File: config.mk
export PLATFORM = sky130hd
export DESIGN_NAME = pwr_src_sel
export DESIGN_NICKNAME = d
export VERILOG_FILES = /design/src/rtl/pss_pkg.sv /design/src/rtl/pss_qual.sv /design/src/rtl/pss_bbm.sv /design/src/rtl/pwr_src_sel.sv
export SDC_FILE = /design/constraint.sdc
export NUM_CORES = 1
export LEC_CHECK = 0
export CORE_MARGIN = 2
export CORE_UTILIZATION = 47
export CTS_BUF_LIST = sky130_fd_sc_hd__clkbuf_2 sky130_fd_sc_hd__clkbuf_4 sky130_fd_sc_hd__clkbuf_8
export DETAILED_ROUTE_END_ITERATION = 10
export PLACE_DENSITY = 0.74
export SKIP_LAST_GASP = 1
export SLEW_MARGIN = 25
export SYNTH_ARGS = -nofsm -noshare
export SYNTH_HDL_FRONTEND = slang
export SYNTH_SLANG_ARGS = --single-unit
File: constraint.sdc
create_clock -name clk -period 1.98 [get_ports clk]
set_input_delay 0.594 -clock clk [delete_from_list [all_inputs] [get_ports clk]]
set_output_delay 0.594 -clock clk [all_outputs]
set_load 0.02 [all_outputs]
File: src/rtl/pss_pkg.sv
package pss_pkg;

  typedef enum logic [2:0] {
    SRC_NONE,
    SRC_BAT,
    SRC_GAP_ADP,
    SRC_ADP,
    SRC_GAP_BAT
  } src_state_t;

  typedef enum logic {DLY_SHORT, DLY_LONG} dly_sel_t;

  // Delay choice from qualification history, highest priority first.
  function automatic dly_sel_t pick_delay(input logic first_done,
                                          input logic force_long,
                                          input logic armed,
                                          input logic opt_long);
    if (!first_done)               return DLY_SHORT;
    else if (force_long)           return DLY_LONG;
    else if (armed && opt_long)    return DLY_LONG;
    else                           return DLY_SHORT;
  endfunction

  function automatic logic adapter_window(input logic vcc_ok,
                                          input logic above_rst,
                                          input logic above_valid,
                                          input logic above_ovp,
                                          input logic margin);
    return vcc_ok && above_rst && above_valid && !above_ovp && margin;
  endfunction

  function automatic logic battery_path(input logic vcc_ok,
                                        input logic bat_ok,
                                        input logic near);
    return vcc_ok && bat_ok && near;
  endfunction

endpackage

File: src/rtl/pss_qual.sv
module pss_qual
  import pss_pkg::*;
#(
  parameter int SHORT_MS = 150,
  parameter int LONG_MS  = 1300
) (
  input  logic     clk,
  input  logic     rst_n,
  input  logic     cond_ok,
  input  logic     det_above_rst,
  input  logic     det_above_valid,
  input  logic     opt_long,
  input  logic     tick_ms,
  input  logic     pair_off_evt,
  output logic     adapter_ok,
  output logic     qual_evt,
  output dly_sel_t dly_sel
);
  localparam int MAXV  = (LONG_MS > SHORT_MS) ? LONG_MS : SHORT_MS;
  localparam int CNT_W = $clog2(MAXV + 1);

  logic [CNT_W-1:0] cnt, tgt;
  logic first_done, force_long, fell_seen, off_seen, armed;

  assign armed   = fell_seen && off_seen;
  assign dly_sel = pick_delay(first_done, force_long, armed, opt_long);
  assign tgt     = (dly_sel == DLY_LONG) ? CNT_W'(LONG_MS - 1) : CNT_W'(SHORT_MS - 1);
  assign qual_evt = cond_ok && !adapter_ok && tick_ms && (cnt == tgt);

  always_ff @(posedge clk) begin
    if (!rst_n) begin
      cnt        <= '0;
      adapter_ok <= 1'b0;
      first_done <= 1'b0;
      force_long <= 1'b0;
      fell_seen  <= 1'b0;
      off_seen   <= 1'b0;
    end else begin
      if (!det_above_rst)   force_long <= 1'b1;
      if (!det_above_valid) fell_seen  <= 1'b1;
      if (pair_off_evt)     off_seen   <= 1'b1;
      if (!cond_ok) begin
        adapter_ok <= 1'b0;
        cnt        <= '0;
      end else if (qual_evt) begin
        adapter_ok <= 1'b1;
        cnt        <= '0;
        first_done <= 1'b1;
        force_long <= 1'b0;
        fell_seen  <= 1'b0;
        off_seen   <= 1'b0;
      end else if (!adapter_ok && tick_ms) begin
        cnt <= cnt + 1'b1;
      end
    end
  end
endmodule

File: src/rtl/pss_bbm.sv
module pss_bbm
  import pss_pkg::*;
#(
  parameter int GAP_CYC = 2
) (
  input  logic clk,
  input  logic rst_n,
  input  logic adapter_ok,
  input  logic bat_ok,
  output logic adp_en,
  output logic bat_en,
  output logic pair_off_evt
);
  localparam int GW = $clog2(GAP_CYC + 1);

  src_state_t state, nxt;
  logic [GW-1:0] gcnt;
  logic in_gap, gap_done;

  assign in_gap   = (state == SRC_GAP_ADP) || (state == SRC_GAP_BAT);
  assign gap_done = in_gap && (gcnt == GW'(GAP_CYC - 1));

  always_comb begin
    nxt = state;
    unique case (state)
      SRC_NONE:    if (adapter_ok) nxt = SRC_ADP;
                   else if (bat_ok) nxt = SRC_BAT;
      SRC_BAT:     if (adapter_ok) nxt = SRC_GAP_ADP;
                   else if (!bat_ok) nxt = SRC_NONE;
      SRC_ADP:     if (!adapter_ok) nxt = SRC_GAP_BAT;
      SRC_GAP_ADP,
      SRC_GAP_BAT: if (gap_done)
                     nxt = adapter_ok ? SRC_ADP : (bat_ok ? SRC_BAT : SRC_NONE);
      default:     nxt = SRC_NONE;
    endcase
  end

  assign pair_off_evt = (state == SRC_ADP) && (nxt != SRC_ADP);
  assign adp_en       = (state == SRC_ADP);
  assign bat_en       = (state == SRC_BAT);

  always_ff @(posedge clk) begin
    if (!rst_n) begin
      state <= SRC_NONE;
      gcnt  <= '0;
    end else begin
      state <= nxt;
      gcnt  <= (in_gap && !gap_done) ? gcnt + 1'b1 : '0;
    end
  end
endmodule

File: src/rtl/pwr_src_sel.sv
module pwr_src_sel
  import pss_pkg::*;
#(
  parameter int SHORT_MS = 150,
  parameter int LONG_MS  = 1300,
  parameter int GAP_CYC  = 2
) (
  input  logic clk,
  input  logic rst_n,
  input  logic det_above_rst,
  input  logic det_above_valid,
  input  logic det_above_ovp,
  input  logic vcc_uvlo_ok,
  input  logic vcc_over_bat,
  input  logic bat_uvlo_ok,
  input  logic acn_near_bat,
  input  logic opt_long,
  input  logic tick_ms,
  output logic adapter_ok,
  output logic adp_sw_en,
  output logic bat_sw_en,
  output logic chg_en
);
  logic     cond_ok, bat_ok, pair_off_evt, qual_evt;
  dly_sel_t dly_sel;

  assign cond_ok = adapter_window(vcc_uvlo_ok, det_above_rst, det_above_valid,
                                  det_above_ovp, vcc_over_bat);
  assign bat_ok  = battery_path(vcc_uvlo_ok, bat_uvlo_ok, acn_near_bat);

  pss_qual #(.SHORT_MS(SHORT_MS), .LONG_MS(LONG_MS)) u_qual (
    .clk             (clk),
    .rst_n           (rst_n),
    .cond_ok         (cond_ok),
    .det_above_rst   (det_above_rst),
    .det_above_valid (det_above_valid),
    .opt_long        (opt_long),
    .tick_ms         (tick_ms),
    .pair_off_evt    (pair_off_evt),
    .adapter_ok      (adapter_ok),
    .qual_evt        (qual_evt),
    .dly_sel         (dly_sel)
  );

  pss_bbm #(.GAP_CYC(GAP_CYC)) u_bbm (
    .clk          (clk),
    .rst_n        (rst_n),
    .adapter_ok   (adapter_ok),
    .bat_ok       (bat_ok),
    .adp_en       (adp_sw_en),
    .bat_en       (bat_sw_en),
    .pair_off_evt (pair_off_evt)
  );

  assign chg_en = adapter_ok && adp_sw_en;
endmodule

# ---- Word level (Yosys, flattened, before mapping)
# Cells that the tools add are included.
dict set report classes {
  n_addsub 2
  n_mux 22
  n_bitwise 2
  eq_ne 7
  n_reduce_logical 26
}
# operator count
set op_table {}
lappend op_table {{3-bit 2-to-1 mux} 7}
lappend op_table {{1-bit logical AND} 16}
lappend op_table {{1-bit 2-to-1 mux} 13}
lappend op_table {{3-bit one-hot mux with 4 select lines} 1}
lappend op_table {{11-bit by 1-bit adder with 11-bit output, second input constant} 1}
lappend op_table {{11-bit == test} 1}
lappend op_table {{11-bit 2-to-1 mux} 1}
lappend op_table {{3-bit by 2-bit == test with 1-bit output, second input constant} 2}
lappend op_table {{2-bit AND reduction} 3}
lappend op_table {{3-bit by 1-bit == test with 1-bit output, second input constant} 1}
lappend op_table {{3-bit == test, second input constant} 1}
lappend op_table {{1-bit zero test} 3}
lappend op_table {{3-bit zero test} 1}
lappend op_table {{3-bit by 2-bit inequality test with 1-bit output, second input constant} 1}
lappend op_table {{3-bit OR reduction} 1}
lappend op_table {{2-bit by 1-bit adder with 2-bit output, second input constant} 1}
lappend op_table {{2-bit by 1-bit == test with 1-bit output, second input constant} 1}
lappend op_table {{1-bit inverter} 2}
lappend op_table {{2-bit OR reduction} 1}
lappend op_table {{1-bit logical OR} 1}
dict set report totals {
  in_bits 11
  reg_bits 21
  output_inout_bits 4
  word_cells 67
}

# ---- Depth between registers and ports, before layout
# Gate-level depths: netlist (run 1).
dict set report logic_depth {
  word_depth 11
  mapped_depth 6
  depth_no_buf 6
}

# ---- Hierarchy
# A second synthesis (run 1) with hierarchy kept.
dict set report unflattened {
  hier_cells 118
  area_unflattened_um2 1123.6
}
# module cells_each seq_area_each_um2 instances area_per_inst_um2
set modules_own_cells {}
lappend modules_own_cells {pss_qual 84 320.3 1 804.5}
lappend modules_own_cells {pss_bbm 30 100.1 1 290.3}
lappend modules_own_cells {pwr_src_sel 4 0.0 1 28.8}

# ---- Worst setup path before layout (run 1)
# Ideal clock, no wire load.
dict set report synth_path {
  path_kind {input -> register}
  startpoint {input opt_long}
  endpoint {register u_qual.fell_seen}
  n_path_buf 1
  setup_ns 0.122
  setup_slack_ns 0.021
  arrival_ns 1.838
  required_time_ns 1.858
  stages 5
  path_cell_list {a31o_2 > a211o_2 > a2111oi_4 > buf_6 > nor3_1}
}
dict set report synth_between {
  elab_chain_len 9
}
# element line_no
set synth_rtl {}
lappend synth_rtl {{start, declared} pwr_src_sel.sv:17} ;# input logic opt_long,
lappend synth_rtl {{1-bit logical AND} pss_pkg.sv:20} ;# else if (armed && opt_long) return DLY_LONG;
lappend synth_rtl {{1-bit 2-to-1 mux} pss_pkg.sv:20}
lappend synth_rtl {{1-bit 2-to-1 mux} pss_pkg.sv:19} ;# else if (force_long) return DLY_LONG;
lappend synth_rtl {{1-bit 2-to-1 mux} pss_pkg.sv:18} ;# if (!first_done) return DLY_SHORT;
lappend synth_rtl {{11-bit 2-to-1 mux} pss_qual.sv:27} ;# assign tgt = (dly_sel == DLY_LONG) ? CNT_W'(LONG_MS - 1) : CNT_W'(SHORT_MS - 1);
lappend synth_rtl {{11-bit == test} pss_qual.sv:28} ;# assign qual_evt = cond_ok && !adapter_ok && tick_ms && (cnt == tgt);
lappend synth_rtl {{1-bit logical AND} pss_qual.sv:28}
lappend synth_rtl {{1-bit 2-to-1 mux} pss_qual.sv:45} ;# end else if (qual_evt) begin
lappend synth_rtl {{1-bit 2-to-1 mux} pss_qual.sv:42} ;# if (!cond_ok) begin
lappend synth_rtl {{end signal, assigned} pss_qual.sv:36} ;# fell_seen <= 1'b0;
lappend synth_rtl {{end signal, assigned} pss_qual.sv:40} ;# if (!det_above_valid) fell_seen <= 1'b1;
lappend synth_rtl {{end signal, assigned} pss_qual.sv:50} ;# fell_seen <= 1'b0;
lappend synth_rtl {{end, declared} pss_qual.sv:23} ;# logic first_done, force_long, fell_seen, off_seen, armed;
# Every way passes these cells.
# A chain may end at the register's enable or synchronous reset.

# ---- Final worst setup path (run 1)
dict set report layout_path {
  startpoint {input det_above_ovp}
  endpoint {register u_qual.adapter_ok}
}
dict set report layout_between {
  elab_chain_len 6
  elab_cells_between_ends 7
  cone_classes {reduce/logical (7)}
}
# element line_no
set layout_rtl {}
lappend layout_rtl {{start, declared} pwr_src_sel.sv:12} ;# input logic det_above_ovp,
lappend layout_rtl {{1-bit zero test *} pss_pkg.sv:29} ;# return vcc_ok && above_rst && above_valid && !above_ovp && margin;
lappend layout_rtl {{1-bit logical AND * (2 in series)} pss_pkg.sv:29}
lappend layout_rtl {{1-bit logical AND (3 in series)} pss_qual.sv:28}
lappend layout_rtl {{end signal, assigned} pss_qual.sv:33} ;# adapter_ok <= 1'b0;
lappend layout_rtl {{end signal, assigned} pss_qual.sv:43} ;# adapter_ok <= 1'b0;
lappend layout_rtl {{end signal, assigned} pss_qual.sv:46} ;# adapter_ok <= 1'b1;
lappend layout_rtl {{end, declared} pss_qual.sv:15} ;# output logic adapter_ok,
# Mark *: on every way between the ends. The rest lies on a longest branch, timed or not.

==> metrics.txt, run 1 <==
status=finished clean; Comb pwr share=0.067; Clock transition at path regs=0.11 ns; top cells by area, synth=dfxtp_1 (40%), nor3_1 (7.2%), xnor2_1 (5.9%); Worst R2R Path Depth=5; Final Slew Violations=0; Max Buffers Root-to-Sink=2; Initial Util=0.485; Yosys top cell area share=0.403; # placed instances=163; crit path cell chain=clkdlybuf4s50_1, and2b_2, nand4_1, a2111oi_4, buf_4, o21ba_4; switching pwr=0.142 mW; first-pass GRT wire length=3710 µm; total track usage=0.189; layout cells sized above 1=0.165; pre-CTS setup slack=-0.341 ns; GP Congestion=0.847; RSZ-0062 raised after global routing=no; Final Power=0.690 mW; # DRC=0; Die Ht=51.1 µm; Hold Crit Depth=1; die area=2610 µm²; root buf cell=clkbuf_4; WHS=0.433 ns; Reg power frac=0.620; cell count after synthesis=113; Sw Ratio=0.205; DR pass1 iterations=4; final wirelength=2180 µm; final period demand of the worst path=1.90 ns; Vias per Instance=5.29; post-route cell area=1320 µm²; Critical Path AT=2.15 ns; Endpoint, Worst Hold=u_bbm.gcnt[0]; Finished Layout Cells=167; Hold Startpoint=u_bbm.gcnt[0]; TNS Setup=0 ns; CTS sink cnt=21; worst-skew pair later-pin latency=0.30 ns; CTS tree=done; crit-path leading delay family=buffers and inverters; clock group share of total power=0.313; Placed Area=1280 µm²; final core occ=0.613; initial antenna violation count=0; clock skew=0.00339 ns; Row Count=17; Slew @ Worst Pin=0.343 ns; Static Leakage=0.470 nW; maximum vdd drop=0.000271 V; final setup violation count=0; Post-Syn Nets=126; average size of a mapped cell=9.22 µm²; worst path buffer plus inverter count=2; Num CTS Buffers=3; Synth area leader=dfxtp_1; CTS Hold Buffers Added=0; critical path startpoint category=input pin; vias in the first global route=877; ANT cells=0; Die W=51.1 µm; final hold viol count=0; register area share after synthesis=0.403; synthesis-stage register bit count=21; Reg2Reg Capture Point=u_qual.adapter_ok; Slowest cell on crit path=a2111oi_4; Cell Pwr Density=524 nW/µm²; critical path class=input pin to flop; Tcrit/Tclk final=0.960; Ys Warns=0; Hold WC Path Type=flop to flop; Peak Freq=526 MHz; internal power=0.548 mW; Mapped Area=1040 µm²; Req. time, crit path=2.23 ns; Detailed Route Iter0 Violations=17; Post-DRT Antenna Nets=0; H-tree levels=1; crit end category=flop; gr ovfl total=0; vias=884; worst-path maximum fanout=8; Rel. slew slack=0.768; setup repair bufs after CTS=0; # Max-Cap Violations=0; R2R Setup Slk=0.26 ns; worst reg2reg startpoint=u_qual.cnt[2]; max incr delay on CP=0.40 ns; Synth-to-Final Area Change=26.3%; pin count of the biggest net entering global routing=12; count of cell types in the netlist=37; routed len/inst=13.0 µm; HPWL Detailed=1690 µm; final worst slack=0.0796 ns; # IOs=15; IO buf count=14; Final #Nets=153; core area=2150 µm²
registers in the layout (all words and copies together) (netlist names):
signal,cells
u_bbm.gcnt,2
u_qual.first_done,1
u_bbm.state,3
u_qual.fell_seen,1
u_qual.cnt,11
u_qual.off_seen,1
u_qual.force_long,1
u_qual.adapter_ok,1
layout by cell type (no fill, tap or decap), types with 2 or more instances in the layout:
| cell type | netlist | final |
|---|---|---|
| dfxtp_1 | 21 | 21 |
| nor3_1 | 15 | 15 |
| buf_4 | 0 | 12 |
| clkdlybuf4s50_1 | 0 | 9 |
| xnor2_1 | 7 | 7 |
| inv_1 | 6 | 6 |
| nor2_1 | 6 | 6 |
| nand3_1 | 5 | 5 |
| nand2_1 | 5 | 5 |
| xor2_1 | 4 | 4 |
| nand4_1 | 4 | 4 |
| nor2b_1 | 4 | 4 |
| clkbuf_4 | 0 | 4 |
| dlygate4sd2_1 | 0 | 4 |
| o21ai_0 | 3 | 3 |
| nor4_1 | 3 | 3 |
| a31oi_1 | 2 | 2 |
| and4b_1 | 2 | 2 |
| ha_1 | 2 | 2 |
synth_stat cells, drive strengths merged:
cell type	instances
clkbuf	2
a31o	1
nor3b	1
nor2b	4
ha	2
o21a	1
nor4	3
a31oi	2
nor4bb	1
a2111oi	1
maj3	1
a211o	1
a21oi	1
nand2	5
nor4b	1
and2b	1
buf	2
or2	1
o21ba	1
or4	1
nand4bb	1
and3	1
mux2i	1
o21ai	3
and4b	2
nand3b	1
xor2	4
and2	1
nor2	6
nand3	5
inv	6
and3b	1
nor3	15
xnor2	7
dfxtp	21
nand4	4
o2bb2ai	1
power groups by stage:
stage / registers, mW / clock network (mW) / logic, mW
finish: 0.428 / 0.216 / 0.0463
global route: 0.429 / 0.241 / 0.0505
CTS: 0.428 / 0.227 / 0.0464
detailed placement: 0.437 / 0 / 0.0468
global placement: 0.437 / 0 / 0.0464
floorplan: 0.437 / 0 / 0.0147
area by class of cell:
class	instances	area (µm²)
Inverter	6	22.5
Timing Repair Buffer	26	225
Multi-Input combinational cell	82	583
Clock buffer	4	30.0
Sequential cell	21	420
Fill cell	190	832
Tap cell	28	35.0
routing by layer:
metal	wire, µm	track usage
met3	82	0.0351
met5	0	0
met4	31	0.0946
met1	977	0.217
met2	1080	0.331
worst register-to-register path: stages, from the launching register on:
cell and delay [ns]:
dfxtp_1 0.45, nand4bb_1 0.17, a211o_4 0.34, a2111oi_4 0.37
buf_4 0.22, o21ba_4 0.14
what timing repair did:
item                                    in CTS  in global routing
pin swaps                                    4                  0
resized for setup                            7                  1
endpoints found under the setup margin      17                  1
worst max path at each step:
| stage | startpoint | end | slack (ns) | cells after the start |
|---|---|---|---|---|
| floorplan | opt_long | u_qual.fell_seen | 0.02 | 5 |
| global placement | opt_long | u_qual.cnt[6] | -0.31 | 6 |
| detailed placement | opt_long | u_qual.cnt[2] | -0.34 | 6 |
| CTS | u_bbm.state[2] | chg_en | 0.06 | 3 |
| global route | u_bbm.state[1] | chg_en | 0.02 | 3 |
| finish | det_above_ovp | u_qual.adapter_ok | 0.08 | 6 |
logic make-up (layout without fill, tap and decap cells):
group / count (synthesis) / count (layout) / synth area share
compound gates: 12 / 12 / 0.101
xor+xnor: 11 / 11 / 0.0924
fa+ha+maj: 3 / 3 / 0.0336
buf+inv: 10 / 36 / 0.0504
flops: 21 / 21 / 0.403
mux: 1 / 1 / 0.00960
simple gates: 55 / 55 / 0.310
No activity file was read; power rests on OpenSTA's default activity.
==> run 2, diff against run 1 <==
--- a/config.mk
+++ b/config.mk
@@ -9,8 +9,8 @@
 export CORE_UTILIZATION = 47
 export CTS_BUF_LIST = sky130_fd_sc_hd__clkbuf_2 sky130_fd_sc_hd__clkbuf_4 sky130_fd_sc_hd__clkbuf_8
 export DETAILED_ROUTE_END_ITERATION = 10
-export PLACE_DENSITY = 0.74
-export SKIP_LAST_GASP = 1
+export GPL_TIMING_DRIVEN = 0
+export PLACE_DENSITY = 0.73
 export SLEW_MARGIN = 25
 export SYNTH_ARGS = -nofsm -noshare
 export SYNTH_HDL_FRONTEND = slang
==> run 2 against run 1 <==
Net effect: worst hold slack better by 0.0042 ns; register-to-register slack worse by 0.08 ns; clock power about the same; total power down 0.72%; wire length down 2.8%; cell area up 1.0%; die area unchanged; flip-flop and latch count unchanged.
==> metrics.txt, run 2 (synthesized netlist as in run 1, its figures left out) <==
status=finished clean; Tcrit/Tclk final=0.983 (+0.0229); Critical Path AT=2.20 ns (+0.05 ns); Worst R2R Path Depth=5 (unchanged); clock skew=0.00293 ns (-0.000456 ns); Top Metal Used=met4; final wirelength=2110 µm (-2.8%); ANT cells=0 (unchanged); R2R Setup Slk=0.18 ns (-0.08 ns); Rel. slew slack=0.702 (-0.0664); first-pass GRT wire length=3610 µm (-2.6%); Hold Crit Depth=1 (unchanged); Vias per Instance=5.46 (+3.1%); Reg2Reg Capture Point=u_qual.adapter_ok; initial antenna violation count=0 (unchanged); Req. time, crit path=2.24 ns (about the same); Top reg by flops=u_qual.cnt; wire length on met3=78 µm (-4.9%); CTS tree=done; Slew @ Worst Pin=0.441 ns (+0.0981 ns); IO buf count=14 (unchanged); final period demand of the worst path=1.95 ns (+0.0454 ns); CTS Hold Buffers Added=0 (unchanged); total track usage=0.179 (-0.00981); die area=2610 µm² (unchanged); Detailed Route Iter0 Violations=11 (-6); critical path startpoint category=input pin; routed len/inst=13.0 µm (+0.20%); internal power=0.542 mW (-1.1%); GP Congestion=0.851 (+0.41%); final core occ=0.619 (+0.00641); Clock transition at path regs=0.11 ns (about the same); metal2 WL=1060 µm (-2.6%); Static Leakage=0.469 nW (about the same); top flop regs=u_qual.cnt: 11 flops, u_bbm.state: 3 flops, u_bbm.gcnt: 2 flops; Max Buffers Root-to-Sink=2 (unchanged); worst-skew pair later-pin latency=0.30 ns (about the same); clock group share of total power=0.318 (+0.005); Die Ht=51.1 µm (unchanged); Final #Nets=148 (-3.3%); Sw Ratio=0.208 (+0.00296); M1 WL=963 µm (-1.4%); H-tree levels=1 (unchanged); maximum vdd drop=0.000506 V (+86%); Placed Area=1220 µm² (-4.7%); final setup violation count=0 (unchanged); vias=884 (unchanged); worst reg2reg startpoint=u_qual.cnt[2]; Hold WC Path Type=flop to flop; Post-DRT Antenna Nets=0 (unchanged); Peak Freq=514 MHz (-2.3%); Cell Pwr Density=515 nW/µm² (-1.8%); pin count of the biggest net entering global routing=12 (unchanged); Endpoint, Worst Hold=u_bbm.gcnt[0]; Die W=51.1 µm (unchanged); Num CTS Buffers=3 (unchanged); # Max-Cap Violations=0 (unchanged); worst-path maximum fanout=4 (-4); post-route cell area=1330 µm² (+1.0%); Hold Startpoint=u_bbm.gcnt[0]; vias in the first global route=832 (-5.1%); DR pass1 iterations=4 (unchanged); root buf cell=clkbuf_4; core area=2150 µm² (unchanged); WHS=0.437 ns (+0.00422 ns); crit end category=flop; final hold viol count=0 (unchanged); HPWL Detailed=1430 µm (-16%); Row Count=17 (unchanged); Initial Util=0.485 (unchanged); Fill cells=203 (+6.8%); # IOs=15 (unchanged); Reg power frac=0.621 (about the same); Largest register FFs=11 (unchanged); Comb pwr share=0.061 (-0.006); layout cells sized above 1=0.209 (+0.0435); # DRC=0 (unchanged); Synth-to-Final Area Change=27.6%; CTS sink cnt=21 (unchanged); Final Slew Violations=0 (unchanged); commonest non-fill, non-tap cell in the layout=dfxtp_1; gr ovfl total=0 (unchanged); most frequent cells in the layout=dfxtp_1 (18), nor3_1 (10), clkdlybuf4s50_1 (8); critical path class=input pin to flop; switching pwr=0.143 mW (+0.71%)
[run 2: changes by cell type in the layout (fill, tap and decap cells not counted), moves of 2 or more]
cell and delta:
buf_4 -9, buf_6 +3, clkbuf_2 +2, dfxtp_1 -3, dfxtp_4 +2, dlymetal6s2s_1 +2, nor3_1 -5, nor3_2 +5
[run 2: power by group through the flow]
stage	combinational, mW	sequential [mW]	clock [mW]
floorplan	0.0147	0.437	0
global placement	0.0394	0.438	0
detailed placement	0.0398	0.438	0
CTS	0.0415	0.428	0.229
global route	0.0451	0.426	0.240
finish	0.0417	0.426	0.218
[run 2: worst max-delay path, cell delays in order]
cell	delay, ns
dlygate4sd2_1	0.23
a31o_2	0.22
a211o_4	0.33
a2111oi_4	0.48
buf_4	0.22
o21ba_4	0.13
[run 2: what timing repair did]
| action | in CTS | in global routing |
|---|---|---|
| hold endpoints to repair | 0 | 0 |
| pin swaps | 3 | 2 |
| setup endpoints to repair | 19 | 17 |
| setup buffers | 3 | 0 |
| cloned | 1 | 0 |
| gates resized for setup | 11 | 14 |
[run 2: per-layer routing]
metal  track usage  vias to the layer above
met3        0.0234                        2
met1         0.227                      418
met5             0                        -
met2         0.314                       13
li1              -                      451
met4        0.0541                        0
[run 2: worst max-delay path by stage]
stage	from	to	slack, ns	depth (start not counted)
2_1_floorplan	opt_long	u_qual.fell_seen	0.02	5
3_3_place_gp	opt_long	u_qual.fell_seen	-0.55	6
3_5_place_dp	opt_long	u_qual.off_seen	-0.57	6
4_1_cts	u_bbm.state[1]	chg_en	0.004	3
5_1_grt	opt_long	u_qual.adapter_ok	-0.003	6
6_report	opt_long	u_qual.adapter_ok	0.03	6
[run 2: through the flow]
step	instances	worst slack [ns]	setup TNS, ns	total power, mW
finish	162	0.0342	0	0.685
global route	162	-0.00269	-0.00269	0.711
CTS	162	0.00406	0	0.699
detailed placement	155	-0.567	-8.24	0.478
global placement	155	-0.554	-8.09	0.477
floorplan	113	0.0206	0	0.452
[run 2: layout make-up]
class                           instances  area [µm²]  share of cell area
Sequential cell                        21         429               0.323
Inverter                                6        22.5              0.0169
Tap cell                               28        35.0              0.0263
Timing Repair Buffer                   18         170               0.128
Clock buffer                            4        30.0              0.0226
Multi-Input combinational cell         82         616               0.463
Buffer                                  3        27.5              0.0207
==> run 3, diff against run 2 <==
--- a/config.mk
+++ b/config.mk
@@ -9,8 +9,8 @@
 export CORE_UTILIZATION = 47
 export CTS_BUF_LIST = sky130_fd_sc_hd__clkbuf_2 sky130_fd_sc_hd__clkbuf_4 sky130_fd_sc_hd__clkbuf_8
 export DETAILED_ROUTE_END_ITERATION = 10
+export DONT_BUFFER_PORTS = 1
 export GPL_TIMING_DRIVEN = 0
-export PLACE_DENSITY = 0.73
 export SLEW_MARGIN = 25
 export SYNTH_ARGS = -nofsm -noshare
 export SYNTH_HDL_FRONTEND = slang
==> run 3 against run 2 <==
Net effect: combinational power shrank 59%; setup slack gained 0.068 ns; flip-flop and latch count is the same; largest cell class unchanged; maximum frequency grew 3.6%; first-iteration DRC count shrank 9.1%; register-to-register slack lost 0.04 ns.
==> metrics.txt, run 3 (synthesized netlist as in run 1, its figures left out) <==
status=finished clean; CTS sink cnt=21 (unchanged); Die W=51.1 µm (unchanged); Rel. slew slack=0.756 (+0.0540); critical path startpoint category=flop; routed len/inst=13.8 µm (+6.0%); initial antenna violation count=0 (unchanged); most frequent cells in the layout=dfxtp_1 (20), nor3_1 (15), xnor2_1 (7); die area=2610 µm² (unchanged); commonest non-fill, non-tap cell in the layout=dfxtp_1; Row Count=17 (unchanged); pin count of the biggest net entering global routing=12 (unchanged); Clock transition at path regs=0.10 ns (about the same); pre-CTS setup slack=-0.133 ns (+0.434 ns); core area=2150 µm² (unchanged); Peak Freq=532 MHz (+3.6%); multi-input logic area=571 µm² (-7.3%); GP Congestion=0.774 (-9.0%); vias in the first global route=812 (-2.4%); first-pass GRT wire length=3480 µm (-3.6%); crit path cell chain=and3b_2, and2_1; IO buf count=0 (-14); DR pass1 iterations=4 (unchanged); gr ovfl total=0 (unchanged); H-tree levels=1 (unchanged); Finished Layout Cells=146 (-9.9%); Tcrit/Tclk final=0.948 (-0.0342); critical path class=flop to output pin; Req. time, crit path=1.39 ns (-0.85 ns); Final #Nets=132 (-11%); layout cells sized above 1=0.153 (-0.0564); root buf cell=clkbuf_4; final hold viol count=0 (unchanged); worst-skew pair later-pin latency=0.29 ns (about the same); # Max-Cap Violations=0 (unchanged); final period demand of the worst path=1.88 ns (-0.0677 ns); RSZ-0062 raised after global routing=no; ANT cells=0 (unchanged); Largest register FFs=11 (unchanged); final wirelength=2020 µm (-4.4%); CTS tree=done; Die Ht=51.1 µm (unchanged); Top reg by flops=u_qual.cnt; Max Buffers Root-to-Sink=2 (unchanged); HPWL Detailed=1520 µm (+6.2%); total track usage=0.177 (-0.00219); Reg area=422 µm² (-1.7%); Final Slew Violations=0 (unchanged); Num CTS Buffers=3 (unchanged); Vias per Instance=5.61 (+2.8%); Static Leakage=0.363 nW (-23%); Detailed Route Iter0 Violations=10 (-1); Initial Util=0.485 (unchanged); final setup violation count=0 (unchanged); Critical Path AT=1.28 ns (-0.92 ns); clock skew=0.00503 ns (+0.00210 ns); Hold WC Path Type=input pin to flop; Slew @ Worst Pin=0.361 ns (-0.0799 ns); Post-DRT Antenna Nets=0 (unchanged); Fill cells=222 (+9.4%); top flop regs=u_qual.cnt: 11 flops, u_bbm.state: 3 flops, u_bbm.gcnt: 2 flops; # IOs=15 (unchanged); vias=819 (-7.4%); crit end category=output pin; # DRC=0 (unchanged); Cell Pwr Density=583 nW/µm² (+13%); worst-path maximum fanout=6 (+2); maximum vdd drop=0.000356 V (-30%); final worst slack=0.102 ns (+0.0677 ns); Slowest cell on crit path=dfxtp_1; # placed instances=141 (-9.0%); Synth-to-Final Area Change=7.68%; max incr delay on CP=0.46 ns (-0.02 ns)
==> run 3: cell count changes in the layout (fill, tap and decap cells not counted), moves of 2 or more <==
cell | before | now
nor3_1 | 10 | 15
dfxtp_4 | 2 | 0
dlygate4sd2_1 | 3 | 0
dlymetal6s2s_1 | 2 | 0
nor3_2 | 5 | 0
dfxtp_1 | 18 | 20
clkdlybuf4s50_1 | 8 | 0
==> run 3: metrics by stage <==
| stage | setup TNS, ns | util | power, mW | hold WS, ns | instance area, µm² |
|---|---|---|---|---|---|
| after global placement | -1.28 | 0.501 | 0.455 | 0.408 | 1080 |
| final | 0 | 0.522 | 0.654 | 0.424 | 1120 |
| after floorplan | 0 | - | 0.452 | 0.398 | 1040 |
| after global routing | 0 | 0.522 | 0.687 | 0.406 | 1120 |
| after detailed placement | -1.26 | 0.501 | 0.455 | 0.416 | 1080 |
| after CTS | 0 | 0.515 | 0.665 | 0.414 | 1110 |
==> run 3: area by class of cell <==
cell class	instances	area share
repair buffers	2	0.0134
plain buffers	3	0.0245
well taps	28	0.0312
multi-input cells	82	0.508
clock buffers	4	0.0268
flip-flops and latches	21	0.376
inverters	6	0.0201
==> run 3: power by group <==
group	total, mW	switching [mW]	internal [mW]
clock	0.209	0.117	0.0920
combinational	0.0169	0.00871	0.00818
sequential	0.428	0.00252	0.426
total	0.654	0.128	0.526
==> run 3: metal layers <==
layer  up-vias  wire length [µm]  track usage
li1        412                 -            -
met4         0                 0       0.0676
met5         -                 0            0
met2         7              1070        0.327
met1       400               892        0.201
met3         0                55       0.0263
==> run 3: worst paths after layout <==
check | startpoint | end | slack, ns | depth (start not counted)
worst max-delay path | u_bbm.state[2] | chg_en | 0.10 | 2
worst min register to register | u_bbm.gcnt[0] | u_bbm.gcnt[0] | 0.43 | 1
worst max register to register | u_qual.adapter_ok | u_qual.adapter_ok | 0.14 | 6
worst min-delay path | rst_n | u_qual.first_done | 0.42 | 1
==> run 3: worst max-delay path: cells and delay by family, from the launching register on <==
kind             cells  cell delay (ns)
and+or+nand+nor      2             0.54
DFF                  1             0.46
==> run 3: timing repair <==
item	in CTS	in global routing
gates cloned	0	0
resized for setup	2	1
hold buffers	0	0
buffers inserted	0	2
endpoints found under the setup margin	11	11
pin swaps	0	1
